<file path="config.mk">
export PLATFORM = sky130hd
export DESIGN_NAME = mpr_regfile
export DESIGN_NICKNAME = d
export VERILOG_FILES = /design/src/rtl/mpr_pkg.sv /design/src/rtl/mpr_decode.sv /design/src/rtl/mpr_ctrl_regs.sv /design/src/rtl/mpr_region_bank.sv /design/src/rtl/mpr_regfile.sv
export SDC_FILE = /design/constraint.sdc
export NUM_CORES = 1
export LEC_CHECK = 0
export BUFFER_PORTS_ARGS = -buffer_cell sky130_fd_sc_hd__buf_2
export CAP_MARGIN = 20
export CELL_PAD_IN_SITES_DETAIL_PLACEMENT = 1
export CELL_PAD_IN_SITES_GLOBAL_PLACEMENT = 2
export CORE_UTILIZATION = 33
export DETAILED_ROUTE_END_ITERATION = 8
export PLACE_DENSITY = 0.89
export SLEW_MARGIN = 10
export SYNTH_ARGS = -nofsm -noshare
export SYNTH_HDL_FRONTEND = slang
export SYNTH_SLANG_ARGS = --single-unit
</file>
<file path="constraint.sdc">
create_clock -name clk -period 5.15 [get_ports clk]
set_clock_uncertainty 0.2 [all_clocks]
set_input_delay 0.7725 -clock clk [delete_from_list [all_inputs] [get_ports clk]]
set_output_delay 0.7725 -clock clk [all_outputs]
set_load 0.02 [all_outputs]
</file>
<file path="src/rtl/mpr_pkg.sv">
// Package: offsets, masks and widths shared by the protection region
// register file and its checker. Assumes a 12-bit byte offset window.
package mpr_pkg;
    localparam int DATA_W      = 32;
    localparam int ADDR_W      = 12;
    localparam int SEL_W       = 4;
    localparam int BASE_LSB    = 5;
    localparam int BASE_W      = DATA_W - BASE_LSB;
    localparam int HALF_W      = 16;
    localparam int CTRL_W      = 3;
    localparam int NUM_ALIAS   = 4;
    localparam int ALIAS_STEP  = 8;
    localparam int VALID_BIT   = 4;

    localparam logic [ADDR_W-1:0] OFF_TYPE = 12'hD90;
    localparam logic [ADDR_W-1:0] OFF_CTRL = 12'hD94;
    localparam logic [ADDR_W-1:0] OFF_RNR  = 12'hD98;
    localparam logic [ADDR_W-1:0] OFF_BASE = 12'hD9C;
    localparam logic [ADDR_W-1:0] OFF_ATTR = 12'hDA0;

    localparam logic [HALF_W-1:0] SIZE_MASK   = 16'hFF3F;
    localparam logic [HALF_W-1:0] ACCESS_MASK = 16'h173F;

    localparam int CTRL_EN_BIT  = 0;
    localparam int CTRL_FH_BIT  = 1;
    localparam int CTRL_DEF_BIT = 2;

    typedef enum logic [2:0] {
        ACC_NONE,
        ACC_TYPE,
        ACC_CTRL,
        ACC_RNR,
        ACC_BASE,
        ACC_ATTR
    } acc_kind_e;
endpackage

</file>
<file path="src/rtl/mpr_decode.sv">
// Offset decoder: classifies the byte offset into a register kind.
// Assumes exact word offsets; any other offset is ACC_NONE.
module mpr_decode
    import mpr_pkg::*;
(
    input  logic [ADDR_W-1:0] addr,
    output acc_kind_e         kind
);
    logic [NUM_ALIAS-1:0] base_hit;
    logic [NUM_ALIAS-1:0] attr_hit;

    // One comparator per alias of the base and attribute registers.
    for (genvar k = 0; k < NUM_ALIAS; k++) begin : g_alias
        localparam logic [ADDR_W-1:0] BASE_K = ADDR_W'(int'(OFF_BASE) + k * ALIAS_STEP);
        localparam logic [ADDR_W-1:0] ATTR_K = ADDR_W'(int'(OFF_ATTR) + k * ALIAS_STEP);
        assign base_hit[k] = (addr == BASE_K);
        assign attr_hit[k] = (addr == ATTR_K);
    end

    // Priority-free classification; the hits are mutually exclusive.
    always_comb begin
        kind = ACC_NONE;
        if (addr == OFF_TYPE)  kind = ACC_TYPE;
        if (addr == OFF_CTRL)  kind = ACC_CTRL;
        if (addr == OFF_RNR)   kind = ACC_RNR;
        if (|base_hit)         kind = ACC_BASE;
        if (|attr_hit)         kind = ACC_ATTR;
    end
endmodule

</file>
<file path="src/rtl/mpr_ctrl_regs.sv">
// Control, region-number, warning and invalidate registers.
// Assumes the caller has already qualified every write strobe.
module mpr_ctrl_regs
    import mpr_pkg::*;
(
    input  logic              clk,
    input  logic              rst_n,
    input  logic              ctrl_we,
    input  logic [CTRL_W-1:0] ctrl_wdata,
    input  logic              rnr_we,
    input  logic [SEL_W-1:0]  rnr_wdata,
    input  logic              accept,
    output logic [CTRL_W-1:0] ctrl_q,
    output logic [SEL_W-1:0]  rnr_q,
    output logic              warn_q,
    output logic              inval_q
);
    logic warn_cond;

    // Fault-handler enable requested while the enable bit is clear.
    assign warn_cond = ctrl_wdata[CTRL_FH_BIT] & ~ctrl_wdata[CTRL_EN_BIT];

    // Control register holds only its three defined bits.
    always_ff @(posedge clk) begin
        if (!rst_n)       ctrl_q <= '0;
        else if (ctrl_we) ctrl_q <= ctrl_wdata;
    end

    // Region number, loaded by its own register or by a valid base write.
    always_ff @(posedge clk) begin
        if (!rst_n)      rnr_q <= '0;
        else if (rnr_we) rnr_q <= rnr_wdata;
    end

    // Single-cycle flags following each qualifying write.
    always_ff @(posedge clk) begin
        if (!rst_n) begin
            warn_q  <= 1'b0;
            inval_q <= 1'b0;
        end else begin
            warn_q  <= ctrl_we & warn_cond;
            inval_q <= accept;
        end
    end
endmodule

</file>
<file path="src/rtl/mpr_region_bank.sv">
// Storage for the per-region base, size and access fields, with a read
// port selected by index. Assumes write strobes are already range checked;
// an out-of-range read index returns zero.
module mpr_region_bank
    import mpr_pkg::*;
#(
    parameter int NUM_REGIONS = 8
) (
    input  logic                          clk,
    input  logic                          rst_n,
    input  logic                          base_we,
    input  logic                          attr_we,
    input  logic [SEL_W-1:0]              wr_idx,
    input  logic [DATA_W-1:0]             wdata,
    input  logic [SEL_W-1:0]              rd_idx,
    output logic [BASE_W-1:0]             rd_base,
    output logic [HALF_W-1:0]             rd_size,
    output logic [HALF_W-1:0]             rd_access,
    output logic [NUM_REGIONS*BASE_W-1:0] base_flat,
    output logic [NUM_REGIONS*HALF_W-1:0] size_flat,
    output logic [NUM_REGIONS*HALF_W-1:0] access_flat
);
    logic [BASE_W-1:0] base_r   [NUM_REGIONS];
    logic [HALF_W-1:0] size_r   [NUM_REGIONS];
    logic [HALF_W-1:0] access_r [NUM_REGIONS];

    for (genvar i = 0; i < NUM_REGIONS; i++) begin : g_rgn
        localparam logic [SEL_W-1:0] IDX = SEL_W'(i);

        // Base field of region i, low five bits discarded.
        always_ff @(posedge clk) begin
            if (!rst_n)                          base_r[i] <= '0;
            else if (base_we && wr_idx == IDX)   base_r[i] <= wdata[DATA_W-1:BASE_LSB];
        end

        // Size and access halves of region i, each under its own mask.
        always_ff @(posedge clk) begin
            if (!rst_n) begin
                size_r[i]   <= '0;
                access_r[i] <= '0;
            end else if (attr_we && wr_idx == IDX) begin
                size_r[i]   <= wdata[HALF_W-1:0] & SIZE_MASK;
                access_r[i] <= wdata[DATA_W-1:HALF_W] & ACCESS_MASK;
            end
        end

        assign base_flat[i*BASE_W +: BASE_W]   = base_r[i];
        assign size_flat[i*HALF_W +: HALF_W]   = size_r[i];
        assign access_flat[i*HALF_W +: HALF_W] = access_r[i];
    end

    // Read selection by comparison, so no index runs past the array.
    always_comb begin
        rd_base   = '0;
        rd_size   = '0;
        rd_access = '0;
        for (int i = 0; i < NUM_REGIONS; i++) begin
            if (rd_idx == SEL_W'(i)) begin
                rd_base   = base_r[i];
                rd_size   = size_r[i];
                rd_access = access_r[i];
            end
        end
    end
endmodule

</file>
<file path="src/rtl/mpr_regfile.sv">
// Top of the protection region register file: decodes the offset,
// qualifies writes against the region count, drives the read mux and
// exports all region fields. Assumes 1 <= NUM_REGIONS <= 16.
module mpr_regfile
    import mpr_pkg::*;
#(
    parameter int NUM_REGIONS = 8
) (
    input  logic                          clk,
    input  logic                          rst_n,
    input  logic                          wr_en,
    input  logic [ADDR_W-1:0]             addr,
    input  logic [DATA_W-1:0]             wdata,
    output logic [DATA_W-1:0]             rdata,
    output logic [CTRL_W-1:0]             prot_ctrl,
    output logic                          cfg_warn,
    output logic                          inval,
    output logic [NUM_REGIONS*BASE_W-1:0] rgn_base,
    output logic [NUM_REGIONS*HALF_W-1:0] rgn_size,
    output logic [NUM_REGIONS*HALF_W-1:0] rgn_access
);
    localparam logic [SEL_W:0]    COUNT_W1  = (SEL_W+1)'(NUM_REGIONS);
    localparam logic [DATA_W-1:0] COUNT_32  = DATA_W'(NUM_REGIONS);
    localparam logic [DATA_W-1:0] TYPE_WORD = COUNT_32 << 8;

    acc_kind_e         kind;
    logic [SEL_W-1:0]  rnr;
    logic [SEL_W-1:0]  tgt_idx;
    logic              tgt_ok;
    logic              rnr_ok;
    logic              base_sel;
    logic              ctrl_we;
    logic              base_we;
    logic              attr_we;
    logic              rnr_direct_we;
    logic              rnr_we;
    logic [SEL_W-1:0]  rnr_wdata;
    logic              accept;
    logic [BASE_W-1:0] rd_base;
    logic [HALF_W-1:0] rd_size;
    logic [HALF_W-1:0] rd_access;

    mpr_decode u_decode (
        .addr (addr),
        .kind (kind)
    );

    // Write qualification: pick the target region and check its range.
    always_comb begin
        base_sel      = (kind == ACC_BASE) && wdata[VALID_BIT];
        tgt_idx       = base_sel ? wdata[SEL_W-1:0] : rnr;
        tgt_ok        = {1'b0, tgt_idx} < COUNT_W1;
        ctrl_we       = wr_en && (kind == ACC_CTRL);
        base_we       = wr_en && (kind == ACC_BASE) && tgt_ok;
        attr_we       = wr_en && (kind == ACC_ATTR) && tgt_ok;
        rnr_direct_we = wr_en && (kind == ACC_RNR) && (wdata < COUNT_32);
        rnr_we        = rnr_direct_we || (base_we && base_sel);
        rnr_wdata     = wdata[SEL_W-1:0];
        accept        = ctrl_we || base_we || attr_we;
    end

    mpr_ctrl_regs u_ctrl (
        .clk        (clk),
        .rst_n      (rst_n),
        .ctrl_we    (ctrl_we),
        .ctrl_wdata (wdata[CTRL_W-1:0]),
        .rnr_we     (rnr_we),
        .rnr_wdata  (rnr_wdata),
        .accept     (accept),
        .ctrl_q     (prot_ctrl),
        .rnr_q      (rnr),
        .warn_q     (cfg_warn),
        .inval_q    (inval)
    );

    mpr_region_bank #(
        .NUM_REGIONS (NUM_REGIONS)
    ) u_bank (
        .clk         (clk),
        .rst_n       (rst_n),
        .base_we     (base_we),
        .attr_we     (attr_we),
        .wr_idx      (tgt_idx),
        .wdata       (wdata),
        .rd_idx      (rnr),
        .rd_base     (rd_base),
        .rd_size     (rd_size),
        .rd_access   (rd_access),
        .base_flat   (rgn_base),
        .size_flat   (rgn_size),
        .access_flat (rgn_access)
    );

    assign rnr_ok = {1'b0, rnr} < COUNT_W1;

    // Read mux; region registers read zero while the region number is out of range.
    always_comb begin
        rdata = '0;
        case (kind)
            ACC_TYPE: rdata = TYPE_WORD;
            ACC_CTRL: rdata = {{(DATA_W-CTRL_W){1'b0}}, prot_ctrl};
            ACC_RNR:  rdata = {{(DATA_W-SEL_W){1'b0}}, rnr};
            ACC_BASE: if (rnr_ok) rdata = {rd_base, {(BASE_LSB-SEL_W){1'b0}}, rnr};
            ACC_ATTR: if (rnr_ok) rdata = {rd_access, rd_size};
            default:  rdata = '0;
        endcase
    end
endmodule

</file>
==> out/qor_table.md, run 1 <==
| Step | Item | This run |
| --- | --- | --- |
| clock tree | Buffer cell driving the clock tree root | sky130_fd_sc_hd__clkbuf_16 |
| yosys | Portion of synthesized cell area occupied by the leading cell type | 62.1% |
| worst setup path | Sequence of cells on the critical path | buf_4, nand2b_1, nor2_1, a221oi_1, o21a_1, o41ai_1, buf_2 |
| yosys | Ys Warns | 0 |
| floorplan | Starting density of the core | 33.4% |
| clock tree | Count of hold buffers inserted by post-cts repair | 0 |
| grt | Overall global routing resource usage | 32.2% |
| grt | Vias in the first global route | 17612 |
| finish | Ratio of cells with drive above 1 in the final layout | 33.6% |
| detailed routing | Number of design rule violations left after detail routing | 0 |
| worst hold path | Worst hold path startpoint | u_ctrl.ctrl_q[0]$_SDFFE_PN0P_ |
| yosys | Post-Synthesis Cells | 1688 |
| sta | Hold Vio Cnt, Final | 0 |
| clock tree | TritonCTS clock tree | yes |
| power and ir drop | Max IR drop VDD | 0.232 mV |
| worst setup path | Endpoint required time on the critical path | 4.18 ns |
| power and ir drop | Leakage power figure | 9.06 nW |
| sta | Final setup margin | 0.418 ns |
| yosys | Primary FF master, synth | sky130_fd_sc_hd__edfxtp_1 |
| run status | Outcome | complete, no violations |
| worst setup path | Peak fanout along the critical path | 18 |
| detailed routing | Wirelength per Cell | 33.5 µm |
| clock tree | CTS H-tree depth | 2 |
| finish | Most common cell after layout, fill and taps aside | sky130_fd_sc_hd__buf_2 |
| sta | Least-Margin Pin Slew | 1.05 ns |
| yosys | Number of register bits inferred by synthesis | 417 |
| placement | DPL Wire Length | 72000 µm |
| sta | Final cycle utilization of the critical path | 91.9% |
| worst setup path | CP startpoint | u_ctrl.rnr_q[2]$_SDFFE_PN0P_ |
| worst setup path | CP top delay family | compound AO/OA/AOI/OAI gates |
| sta | Number of pins with negative max-slew slack in the final report | 0 |
| placement | Setup Slack @ Placement | 0.928 ns |
| worst setup path | Type of the worst setup path | flop to output port |
| worst hold path | HP Class | flop to flop |
| worst setup path | Max stage delay cell, worst path | sky130_fd_sc_hd__nor2_1 |
| yosys | Sequential cell area fraction in the yosys report | 63.0% |
| sta | Finish-stage setup viols | 0 |
| clock tree | CTS resizes | 0 |
| placement | Routability cong. | 0.916 |
| clock tree | Clock latency on the worst-skew pair | 0.59 ns |
| clock tree | Post-CTS setup repair buffer count | 0 |
| grt | Antenna violations before repair | 2 |
| floorplan | Core Region | 0.0590 mm² |
| yosys | Mean cell area of the mapped netlist | 11.7 µm² |
| grt | Wire length of the first global-routing pass | 137000 µm |
| yosys | Share of flip-flops with an asynchronous set or reset | 0% |
| detailed routing | First-pass iteration count of the detailed router | 8 |
| finish | Top library cells by usage in the layout, fill and taps aside | sky130_fd_sc_hd__buf_2 (491), sky130_fd_sc_hd__edfxtp_1 (408), sky130_fd_sc_hd__nor2_1 (392) |
| floorplan | Die span in x | 247 µm |
| sta | Total Neg Setup Slack | 0 ns |
| job | Number of max-cap violations | 0 |
| detailed routing | Routed wire length | 100000 µm |
| detailed routing | Routed Antenna Nets | 0 |
| floorplan | Count of pins on the block boundary | 556 |
| worst setup path | Critical register-to-register path startpoint | u_ctrl.rnr_q[0]$_SDFFE_PN0P_ |
| finish | Net count, final | 2230 |
| worst setup path | Setup crit end kind | output port |
| sta | Maximum clock frequency | 0.211 GHz |
| power and ir drop | Power density relative to cell area | 322 mW/mm² |
| detailed routing | DRC marker count from the first detailed-route iteration | 1827 |
| clock tree | Number of buffers on the longest clock path | 3 |
| detailed routing | Total via count after detailed routing | 17424 |
| yosys | Combined area of all synthesized cells | 0.0197 mm² |
| sta | Minimum clock period after layout | 4.73 ns |
| yosys | Leading area contributor after synthesis | sky130_fd_sc_hd__edfxtp_1 |
| floorplan | Total Die Area | 0.0608 mm² |
| grt | Remaining global-route overflow | 0 |
| worst setup path | Largest stage delay on the critical path | 0.70 ns |
| clock tree | TritonCTS Buffers | 48 |
| yosys | Leading post-synthesis cells by cell area | sky130_fd_sc_hd__edfxtp_1 (62%), sky130_fd_sc_hd__nor2_1 (7.6%), sky130_fd_sc_hd__nor2_4 (2.9%) |
| worst setup path | Combined buffer and inverter count along the critical path | 2 |
| clock tree | Clk sink count | 417 |
| yosys | Number of distinct library cells after synthesis | 75 |
| placement | PortBufs | 491 |
| sta | Max-slew headroom at the worst pin | 29.9% |
| detailed routing | Vias per std cell | 5.82 |
| yosys | EDFF count, synth | 408 |
| clock tree | Clock slew seen by the registers of the worst setup and hold paths | 0.06 ns |
| worst setup path | Startpoint kind of the worst setup timing path | flop |
| sta | Setup repair after global routing missed its margin | no |
| finish | Fill cell total of the finished layout | 6556 |
| floorplan | Core Rows | 89 |
| worst setup path | Crit path DAT | 3.76 ns |
| grt | Maximum number of pins on one net before global-route repair | 52 |
| finish | P&R area growth vs syn | 25.0% |
| floorplan | Height of the die | 247 µm |
## cells in the mapped netlist, drive strengths merged (4+ instances only)
master   instances
dfxtp            9
or2              4
nor3            12
nor4            15
a32oi           16
a22oi           50
a21oi           70
o2bb2ai          5
nand3           12
a221oi          10
a22o             5
a221o            5
a222oi           4
mux2             6
mux4             4
o221ai          11
a211oi          20
o21ai          100
nor2           449
o22ai           46
mux2i           36
buf            134
inv              8
nand2          109
nor2b           16
edfxtp         408
nand2b           9
clkbuf          56
## stage by stage
stage               hold slack (ns)  area [µm²]  instances  utilization (%)  total power [mW]
global route                  0.392       24700       2993             41.8              8.09
floorplan                     0.407       20000       1751                -              4.32
CTS                           0.359       24700       2993             41.8              7.95
global placement              0.359       23100       2905             39.2              4.58
detailed placement            0.371       23100       2906             39.2              4.60
finish                        0.381       24700       2995             41.8              7.94
## worst reg2reg max path, cell delays in order, from the launching register on
cell                      delay [ns]
sky130_fd_sc_hd__dfxtp_4        0.65
sky130_fd_sc_hd__nor2b_2        0.86
sky130_fd_sc_hd__a21oi_1        0.35
sky130_fd_sc_hd__o21ai_4        0.76
sky130_fd_sc_hd__buf_4          0.40
## cell families (layout without fill, tap and decap cells)
group | Yosys count | in the layout | synth area share, %
DFF | 417 | 417 | 63.0
and+or+nand+nor | 649 | 649 | 15.6
other | 1 | 66 | 0.0190
AOI/OAI and AO/OA | 376 | 376 | 12.6
muxes | 46 | 46 | 2.81
buffers and inverters | 199 | 668 | 6.04
## area by class of cell
| cell class | instances | area [µm²] | area share, % |
|---|---|---|---|
| clock inverters | 28 | 255 | 1.03 |
| multi-input cells | 1135 | 6570 | 26.7 |
| well taps | 773 | 967 | 3.92 |
| repair buffers | 572 | 3120 | 12.7 |
| flip-flops and latches | 417 | 12400 | 50.4 |
| diodes | 2 | 5.00 | 0.0203 |
| inverters | 9 | 33.8 | 0.137 |
| clock buffers | 59 | 1260 | 5.12 |
## final timing paths
check,to,slack (ns),cells past startpoint
setup / recovery,rdata[19],0.42,7
hold / removal,u_ctrl.ctrl_q[0]$_SDFFE_PN0P_,0.38,2
setup reg to reg,u_bank.base_r[1][48]$_SDFFCE_PN0P_,1.61,4
hold reg to reg,u_ctrl.ctrl_q[0]$_SDFFE_PN0P_,0.38,2
## power by group
| part | internal (mW) | switching (mW) | leakage (nW) | total (mW) |
|---|---|---|---|---|
| registers | 3.84 | 0.108 | 4.20 | 3.95 |
| clock network | 1.95 | 1.47 | 0.736 | 3.41 |
| logic | 0.137 | 0.443 | 4.13 | 0.580 |
## sequential cells by signal, indices dropped and copies added, names as in the netlist
register	count
u_bank.access_r	80
u_bank.base_r	216
u_bank.size_r	112
u_ctrl.ctrl_q	3
u_ctrl.inval_q	1
u_ctrl.rnr_q	4
u_ctrl.warn_q	1
## layer usage
| layer | GRT usage (%) | up-vias | part of all wire [%] |
|---|---|---|---|
| li1 | - | 7067 | - |
| met1 | 40.1 | 8947 | 38 |
| met2 | 52.6 | 1159 | 48 |
| met3 | 7.15 | 249 | 8.9 |
| met4 | 16.0 | 2 | 5.3 |
| met5 | 0 | - | 0.013 |
(Power assumes the default switching activity.)
==> run 2, diff against run 1 <==
- CTS_BUF_LIST: default -> sky130_fd_sc_hd__clkbuf_16
==> out/qor_table.md, run 2 (synthesis results as in run 1) <==
| Step | Item | This run | vs previous |
| --- | --- | --- | --- |
| clock tree | Number of buffers on the longest clock path | 3 | unchanged |
| detailed routing | Wire length the detailed router placed on met1 | 37000 µm | was 38400 µm |
| finish | Flip-flop count of the largest register after layout | 216 | unchanged |
| floorplan | Core Region | 0.0590 mm² | unchanged |
| worst setup path | Sequence of cells on the critical path | buf_4, nand2_1, nor2_2, buf_4, a222oi_1, o311ai_0, o2bb2ai_1, buf_2 | was buf_4, nand2b_1, nor2_1, a221oi_1, o21a_1, o41ai_1, buf_2 |
| floorplan | Die span in x | 247 µm | unchanged |
| worst setup path | Startpoint kind of the worst setup timing path | flop | unchanged |
| finish | Top register by number of flip-flops | u_bank.base_r | unchanged |
| power and ir drop | Pint | 5.91 mW | was 5.93 mW |
| floorplan | Count of pins on the block boundary | 556 | unchanged |
| finish | Post-route non-filler standard cell count | 2994 | was 2995 |
| placement | Post-Place Cells | 2906 | unchanged |
| finish | Multi-input logic area | 0.00657 mm² | unchanged |
| floorplan | Total Die Area | 0.0608 mm² | unchanged |
| worst hold path | HP Class | input pin to flop | was flop to flop |
| detailed routing | DRC marker count from the first detailed-route iteration | 1932 | was 1827 |
| floorplan | Height of the die | 247 µm | unchanged |
| finish | Top library cells by usage in the layout, fill and taps aside | sky130_fd_sc_hd__buf_2 (491), sky130_fd_sc_hd__edfxtp_1 (408), sky130_fd_sc_hd__nor2_1 (392) | unchanged |
| worst setup path | Endpoint of the worst-slack reg-to-reg timing path | u_bank.base_r[1][48]$_SDFFCE_PN0P_ | unchanged |
| worst setup path | Register-to-Register Setup Slack | 1.57 ns | was 1.61 ns |
| clock tree | Count of hold buffers inserted by post-cts repair | 0 | unchanged |
| finish | Net count, final | 2230 | unchanged |
| grt | Overall global routing resource usage | 32.2% | about the same |
| clock tree | TritonCTS clock tree | yes | unchanged |
| power and ir drop | Portion of total power attributed to combinational logic | 7.3% | about the same |
| power and ir drop | Clock share of power | 42.8% | was 43.0% |
| sta | Max-slew headroom at the worst pin | 29.2% | was 29.9% |
| worst setup path | Largest stage delay on the critical path | 0.62 ns | was 0.70 ns |
| placement | PortBufs | 491 | unchanged |
| grt | Maximum number of pins on one net before global-route repair | 52 | unchanged |
| placement | Routability cong. | 0.916 | unchanged |
| grt | Remaining global-route overflow | 0 | unchanged |
| sta | Minimum clock period after layout | 4.76 ns | was 4.73 ns |
| power and ir drop | Max IR drop VDD | 0.232 mV | about the same |
| clock tree | Clk sink count | 417 | unchanged |
| sta | Hold Vio Cnt, Final | 0 | unchanged |
| finish | Summed area of non-filler cells in the final layout | 0.0247 mm² | about the same |
| finish | Largest registers | u_bank.base_r x216, u_bank.size_r x112, u_bank.access_r x80 | unchanged |
| sta | Maximum clock frequency | 0.210 GHz | was 0.211 GHz |
| clock tree | Clock latency on the worst-skew pair | 0.59 ns | about the same |
| worst setup path | Crit path DAT | 3.79 ns | was 3.76 ns |
| sta | Finish-stage setup viols | 0 | unchanged |
| worst setup path | Endpoint required time on the critical path | 4.18 ns | about the same |
| worst setup path | Logic depth of the worst register-to-register path | 4 | unchanged |
| job | Number of max-cap violations | 0 | unchanged |
| detailed routing | Routed wire length on met2 | 47600 µm | was 47700 µm |
| worst setup path | Setup crit end kind | output port | unchanged |
| detailed routing | Number of design rule violations left after detail routing | 0 | unchanged |
| worst setup path | Cell mode on critical path | sky130_fd_sc_hd__buf_4 |  |
| clock tree | CTS H-tree depth | 2 | unchanged |
| worst setup path | Max stage delay cell, worst path | sky130_fd_sc_hd__dfxtp_2 | was sky130_fd_sc_hd__nor2_1 |
| worst hold path | Hold path endpoint | u_ctrl.rnr_q[0]$_SDFFE_PN0P_ | was u_ctrl.ctrl_q[0]$_SDFFE_PN0P_ |
| grt | Antenna violations before repair | 1 | was 2 |
| power and ir drop | Overall power after layout | 7.92 mW | was 7.94 mW |
| detailed routing | Total via count after detailed routing | 17480 | was 17424 |
| power and ir drop | Leakage power figure | 9.10 nW | was 9.06 nW |
| finish | Ratio of cells with drive above 1 in the final layout | 33.6% | unchanged |
| sta | Final cycle utilization of the critical path | 92.4% | was 91.9% |
| worst hold path | Number of cells on the worst hold path | 3 | was 2 |
| worst setup path | Type of the worst setup path | flop to output port | unchanged |
| floorplan | Core Rows | 89 | unchanged |
| clock tree | Clock slew seen by the registers of the worst setup and hold paths | 0.06 ns | about the same |
| power and ir drop | Net load switching power | 2.01 mW | was 2.02 mW |
| worst setup path | Peak fanout along the critical path | 35 | was 18 |
| finish | Footprint of the flip-flops and latches | 0.0124 mm² | unchanged |
| clock tree | Buffer cell driving the clock tree root | sky130_fd_sc_hd__clkbuf_16 | unchanged |
| worst setup path | Critical register-to-register path startpoint | u_ctrl.rnr_q[0]$_SDFFE_PN0P_ | unchanged |
| detailed routing | Routed wire length | 100000 µm | about the same |
| worst setup path | Combined buffer and inverter count along the critical path | 3 | was 2 |
| placement | Area after DPL | 0.0231 mm² | unchanged |
| sta | Setup repair after global routing missed its margin | no | unchanged |
| detailed routing | Wirelength per Cell | 33.4 µm | was 33.5 µm |
| floorplan | Starting density of the core | 33.4% | unchanged |
| finish | Fill cell total of the finished layout | 6556 | unchanged |
| clock tree | TritonCTS Buffers | 48 | unchanged |
| placement | DPL Wire Length | 72000 µm | unchanged |
| sta | Least-Margin Pin Slew | 1.06 ns | was 1.05 ns |
| power and ir drop | Sequential group share of total power | 49.9% | was 49.7% |
| finish | Most common cell after layout, fill and taps aside | sky130_fd_sc_hd__buf_2 | unchanged |
| detailed routing | Routed Antenna Nets | 0 | unchanged |
| grt | Wire length of the first global-routing pass | 137000 µm | about the same |
| grt | Vias in the first global route | 17587 | was 17612 |
| power and ir drop | Switching fraction of total power | 25.4% | about the same |
| detailed routing | Metal3 WL | 10000 µm | was 8920 µm |
| sta | Number of pins with negative max-slew slack in the final report | 0 | unchanged |
| run status | Outcome | complete, no violations | unchanged |
| clock tree | Post-CTS setup repair buffer count | 0 | unchanged |
| finish | P&R area growth vs syn | 25.0% | about the same |
| detailed routing | First-pass iteration count of the detailed router | 5 | was 8 |
| detailed routing | Vias per std cell | 5.84 | was 5.82 |
| worst hold path | Worst hold path startpoint | wdata[0] | was u_ctrl.ctrl_q[0]$_SDFFE_PN0P_ |
| sta | Total Neg Setup Slack | 0 ns | unchanged |
| detailed routing | Top layer used by detailed routing | met4 | was met5 |
| clock tree | CTS resizes | 0 | unchanged |
| worst setup path | CP top delay family | buffers and inverters | was compound AO/OA/AOI/OAI gates |
| power and ir drop | Power density relative to cell area | 321 mW/mm² | was 322 mW/mm² |
## run 2: changes by cell type in the layout (fill, tap and decap cells not counted), sizes merged
cell,change
diode,-1
clkbuf,-10
inv,+10
## run 2: metal layers
metal	GRT usage, %	up-vias
met5	0	-
met4	16.0	0
met3	7.25	261
met2	52.4	1246
met1	40.2	8905
li1	-	7068
## run 2: power by group through the flow
stage          Combinational [mW]  Clock [mW]  Sequential [mW]
2_1_floorplan               0.169           0             4.15
3_3_place_gp                0.567           0             4.02
3_5_place_dp                0.576           0             4.02
4_1_cts                     0.578        3.40             3.95
5_1_grt                     0.602        3.52             3.96
6_report                    0.579        3.39             3.95
## run 2: worst reg2reg max path: cells and delay by family (launching register included)
family          cells  cell delay (ns)
buf+inv             1             0.40
simple gates        1             0.89
flops               1             0.65
compound gates      2             1.13
## run 2: final cells by class
cell class | count | share of cell area (%)
inverter | 9 | 0.137
multi-input combinational | 1135 | 26.7
clock buffer | 49 | 4.97
tap | 773 | 3.92
timing repair buffer | 572 | 12.7
antenna | 1 | 0.0101
sequential | 417 | 50.5
clock inverter | 38 | 1.19
## run 2: through the flow
stage               util [%]  worst slack, ns  hold slack [ns]
CTS                     41.8            0.460            0.359
detailed placement      39.2            0.928            0.371
floorplan                  -            0.361            0.407
finish                  41.8            0.392            0.385
global placement        39.2            0.872            0.359
global route            41.8            0.393            0.392
## run 2: worst max path at each step
stage,cells past startpoint,end,startpoint
after global placement,6,rdata[31],addr[1]
after detailed placement,6,rdata[31],addr[1]
after global routing,8,rdata[15],u_ctrl.rnr_q[2]$_SDFFE_PN0P_
final,8,rdata[15],u_ctrl.rnr_q[2]$_SDFFE_PN0P_
after floorplan,5,u_bank.access_r[0][10]$_SDFFCE_PN0P_,addr[1]
after CTS,8,rdata[15],u_ctrl.rnr_q[2]$_SDFFE_PN0P_
==> run 3, diff against run 2 <==
- clock period: 5.15 -> 4.9 ns (I/O delays scaled with it)
==> out/qor_table.md, run 3 (synthesis results as in run 1) <==
| Step | Item | This run | vs previous |
| --- | --- | --- | --- |
| run status | Outcome | complete, no violations | unchanged |
| power and ir drop | Sequential group share of total power | 51.2% | was 49.9% |
| finish | P&R area growth vs syn | 24.8% | was 25.0% |
| worst setup path | Peak fanout along the critical path | 37 | was 35 |
| worst hold path | Worst hold path startpoint | wdata[2] | was wdata[0] |
| finish | Top register by number of flip-flops | u_bank.base_r | unchanged |
| sta | Number of pins with negative max-slew slack in the final report | 0 | unchanged |
| grt | Vias in the first global route | 17717 | was 17587 |
| sta | Final setup margin | 0.196 ns | was 0.392 ns |
| finish | Flip-flop count of the largest register after layout | 216 | unchanged |
| power and ir drop | Power density relative to cell area | 330 mW/mm² | was 321 mW/mm² |
| power and ir drop | Leakage power figure | 9.11 nW | was 9.10 nW |
| worst setup path | Combined buffer and inverter count along the critical path | 3 | unchanged |
| power and ir drop | Pint | 6.07 mW | was 5.91 mW |
| clock tree | CTS H-tree depth | 2 | unchanged |
| placement | Setup Slack @ Placement | 0.795 ns | was 0.928 ns |
| grt | Overall global routing resource usage | 32.5% | was 32.2% |
| worst setup path | Type of the worst setup path | flop to output port | unchanged |
| clock tree | Clock latency on the worst-skew pair | 0.59 ns | about the same |
| power and ir drop | Switching fraction of total power | 25.3% | was 25.4% |
| detailed routing | Vias per std cell | 5.87 | was 5.84 |
| floorplan | Core Region | 0.0590 mm² | unchanged |
| finish | Most common cell after layout, fill and taps aside | sky130_fd_sc_hd__buf_2 | unchanged |
| clock tree | Clock slew seen by the registers of the worst setup and hold paths | 0.06 ns | about the same |
| sta | Total Neg Setup Slack | 0 ns | unchanged |
| sta | Minimum clock period after layout | 4.70 ns |  |
| finish | Net count, final | 2239 | was 2230 |
| floorplan | Starting density of the core | 33.4% | unchanged |
| clock tree | Count of hold buffers inserted by post-cts repair | 0 | unchanged |
| clock tree | TritonCTS Buffers | 47 | was 48 |
| power and ir drop | Net load switching power | 2.06 mW | was 2.01 mW |
| floorplan | Height of the die | 247 µm | unchanged |
| worst setup path | Max stage delay cell, worst path | sky130_fd_sc_hd__dfxtp_4 | was sky130_fd_sc_hd__dfxtp_2 |
| sta | Max-slew headroom at the worst pin | 25.1% | was 29.2% |
| placement | DPL Wire Length | 71300 µm | was 72000 µm |
| worst setup path | Sequence of cells on the critical path | buf_4, nor2b_1, buf_4, a22o_1, a222oi_1, a2111oi_0, buf_2 | was buf_4, nand2_1, nor2_2, buf_4, a222oi_1, o311ai_0, o2bb2ai_1, buf_2 |
| grt | Antenna violations before repair | 3 | was 1 |
| clock tree | Post-CTS setup repair buffer count | 0 | unchanged |
| power and ir drop | Max IR drop VDD | 0.255 mV | was 0.232 mV |
| detailed routing | DRC marker count from the first detailed-route iteration | 1869 | was 1932 |
| clock tree | Clk sink count | 417 | unchanged |
| job | Number of max-cap violations | 0 | unchanged |
| grt | Remaining global-route overflow | 0 | unchanged |
| finish | Ratio of cells with drive above 1 in the final layout | 33.6% | about the same |
| detailed routing | Routed Antenna Nets | 0 | unchanged |
| sta | Maximum clock frequency | 0.213 GHz |  |
| power and ir drop | Overall power after layout | 8.14 mW | was 7.92 mW |
| worst setup path | Endpoint required time on the critical path | 3.96 ns | was 4.18 ns |
| detailed routing | Number of design rule violations left after detail routing | 0 | unchanged |
| detailed routing | Routed wire length | 101000 µm | was 100000 µm |
| detailed routing | Total via count after detailed routing | 17611 | was 17480 |
| clock tree | TritonCTS clock tree | yes | unchanged |
| worst setup path | Crit path DAT | 3.77 ns | was 3.79 ns |
| clock tree | Buffer cell driving the clock tree root | sky130_fd_sc_hd__clkbuf_16 | unchanged |
| sta | Least-Margin Pin Slew | 1.10 ns | was 1.06 ns |
| floorplan | Count of pins on the block boundary | 556 | unchanged |
| worst setup path | Setup crit end kind | output port | unchanged |
| placement | Post-Place Cells | 2916 | was 2906 |
| worst setup path | Critical register-to-register path startpoint | u_ctrl.rnr_q[0]$_SDFFE_PN0P_ | unchanged |
| finish | Fill cell total of the finished layout | 6573 | was 6556 |
| worst setup path | Startpoint kind of the worst setup timing path | flop | unchanged |
| worst setup path | CP startpoint | u_ctrl.rnr_q[0]$_SDFFE_PN0P_ | was u_ctrl.rnr_q[2]$_SDFFE_PN0P_ |
| sta | Setup repair after global routing missed its margin | no | unchanged |
| power and ir drop | Clock share of power | 41.4% | was 42.8% |
| placement | Routability cong. | 0.944 | was 0.916 |
| detailed routing | Wirelength per Cell | 33.7 µm | was 33.4 µm |
| finish | Largest registers | u_bank.base_r x216, u_bank.size_r x112, u_bank.access_r x80 | unchanged |
| worst setup path | Register-to-Register Setup Slack | 1.47 ns | was 1.57 ns |
| floorplan | Total Die Area | 0.0608 mm² | unchanged |
| sta | Finish-stage setup viols | 0 | unchanged |
| grt | Wire length of the first global-routing pass | 137000 µm | about the same |
| sta | Hold Vio Cnt, Final | 0 | unchanged |
| worst hold path | HP Class | input pin to flop | unchanged |
| clock tree | CTS resizes | 0 | unchanged |
| floorplan | Die span in x | 247 µm | unchanged |
| sta | Final cycle utilization of the critical path | 96.0% |  |
| worst setup path | Cell mode on critical path | sky130_fd_sc_hd__buf_4 | unchanged |
| finish | Post-route non-filler standard cell count | 2998 | was 2994 |
| grt | Maximum number of pins on one net before global-route repair | 52 | unchanged |
| floorplan | Core Rows | 89 | unchanged |
| finish | Top library cells by usage in the layout, fill and taps aside | sky130_fd_sc_hd__buf_2 (491), sky130_fd_sc_hd__edfxtp_1 (408), sky130_fd_sc_hd__nor2_1 (392) | unchanged |
| placement | PortBufs | 491 | unchanged |
| worst setup path | CP top delay family | buffers and inverters | unchanged |
| power and ir drop | Portion of total power attributed to combinational logic | 7.4% | was 7.3% |
| detailed routing | First-pass iteration count of the detailed router | 6 | was 5 |
| clock tree | Number of buffers on the longest clock path | 3 | unchanged |
| worst setup path | Largest stage delay on the critical path | 0.72 ns | was 0.62 ns |
-- run 3: worst paths after layout --
kind	endpoint	cells past startpoint
setup / recovery	rdata[31]	7
hold reg to reg	u_ctrl.ctrl_q[1]$_SDFFE_PN0P_	2
hold / removal	u_ctrl.rnr_q[2]$_SDFFE_PN0P_	3
setup reg to reg	u_bank.base_r[1][31]$_SDFFCE_PN0P_	6
-- run 3: final cells by class --
class | instances | area [µm²] | share of cell area, %
multi-input combinational | 1135 | 6570 | 26.7
clock inverter | 33 | 230 | 0.935
tap | 773 | 967 | 3.93
antenna | 2 | 5.00 | 0.0203
clock buffer | 47 | 1180 | 4.77
inverter | 9 | 33.8 | 0.137
timing repair buffer | 582 | 3210 | 13.0
sequential | 417 | 12400 | 50.5
-- run 3: power by group through the flow --
stage               Sequential [mW]  Combinational, mW  Clock (mW)
floorplan                      4.36              0.178           0
global placement               4.23              0.593           0
detailed placement             4.23              0.600           0
CTS                            4.16              0.602        3.38
global route                   4.17              0.627        3.52
finish                         4.16              0.602        3.37
-- run 3: per-stage QoR --
stage               cell area (µm²)  hold WS [ns]  utilization (%)
global placement              23200         0.353             39.3
finish                        24600         0.332             41.7
floorplan                     20000         0.407                -
CTS                           24600         0.303             41.7
global route                  24600         0.338             41.7
detailed placement            23200         0.368             39.3
-- run 3: worst register-to-register path: stages, from the launching register on --
cell and delay [ns]:
sky130_fd_sc_hd__dfxtp_4 0.72, sky130_fd_sc_hd__buf_4 0.47, sky130_fd_sc_hd__nor2b_1 0.50, sky130_fd_sc_hd__buf_4 0.29
sky130_fd_sc_hd__a21oi_1 0.18, sky130_fd_sc_hd__o21ai_4 0.17, sky130_fd_sc_hd__buf_4 0.47
-- run 3: layer usage --
layer | part of all wire [%] | global-route usage, % | vias up
li1 | - | - | 7074
met1 | 37 | 40.1 | 9054
met2 | 48 | 53.5 | 1210
met3 | 9.5 | 7.27 | 267
met4 | 5.2 | 15.8 | 6
met5 | 0.046 | 0 | -
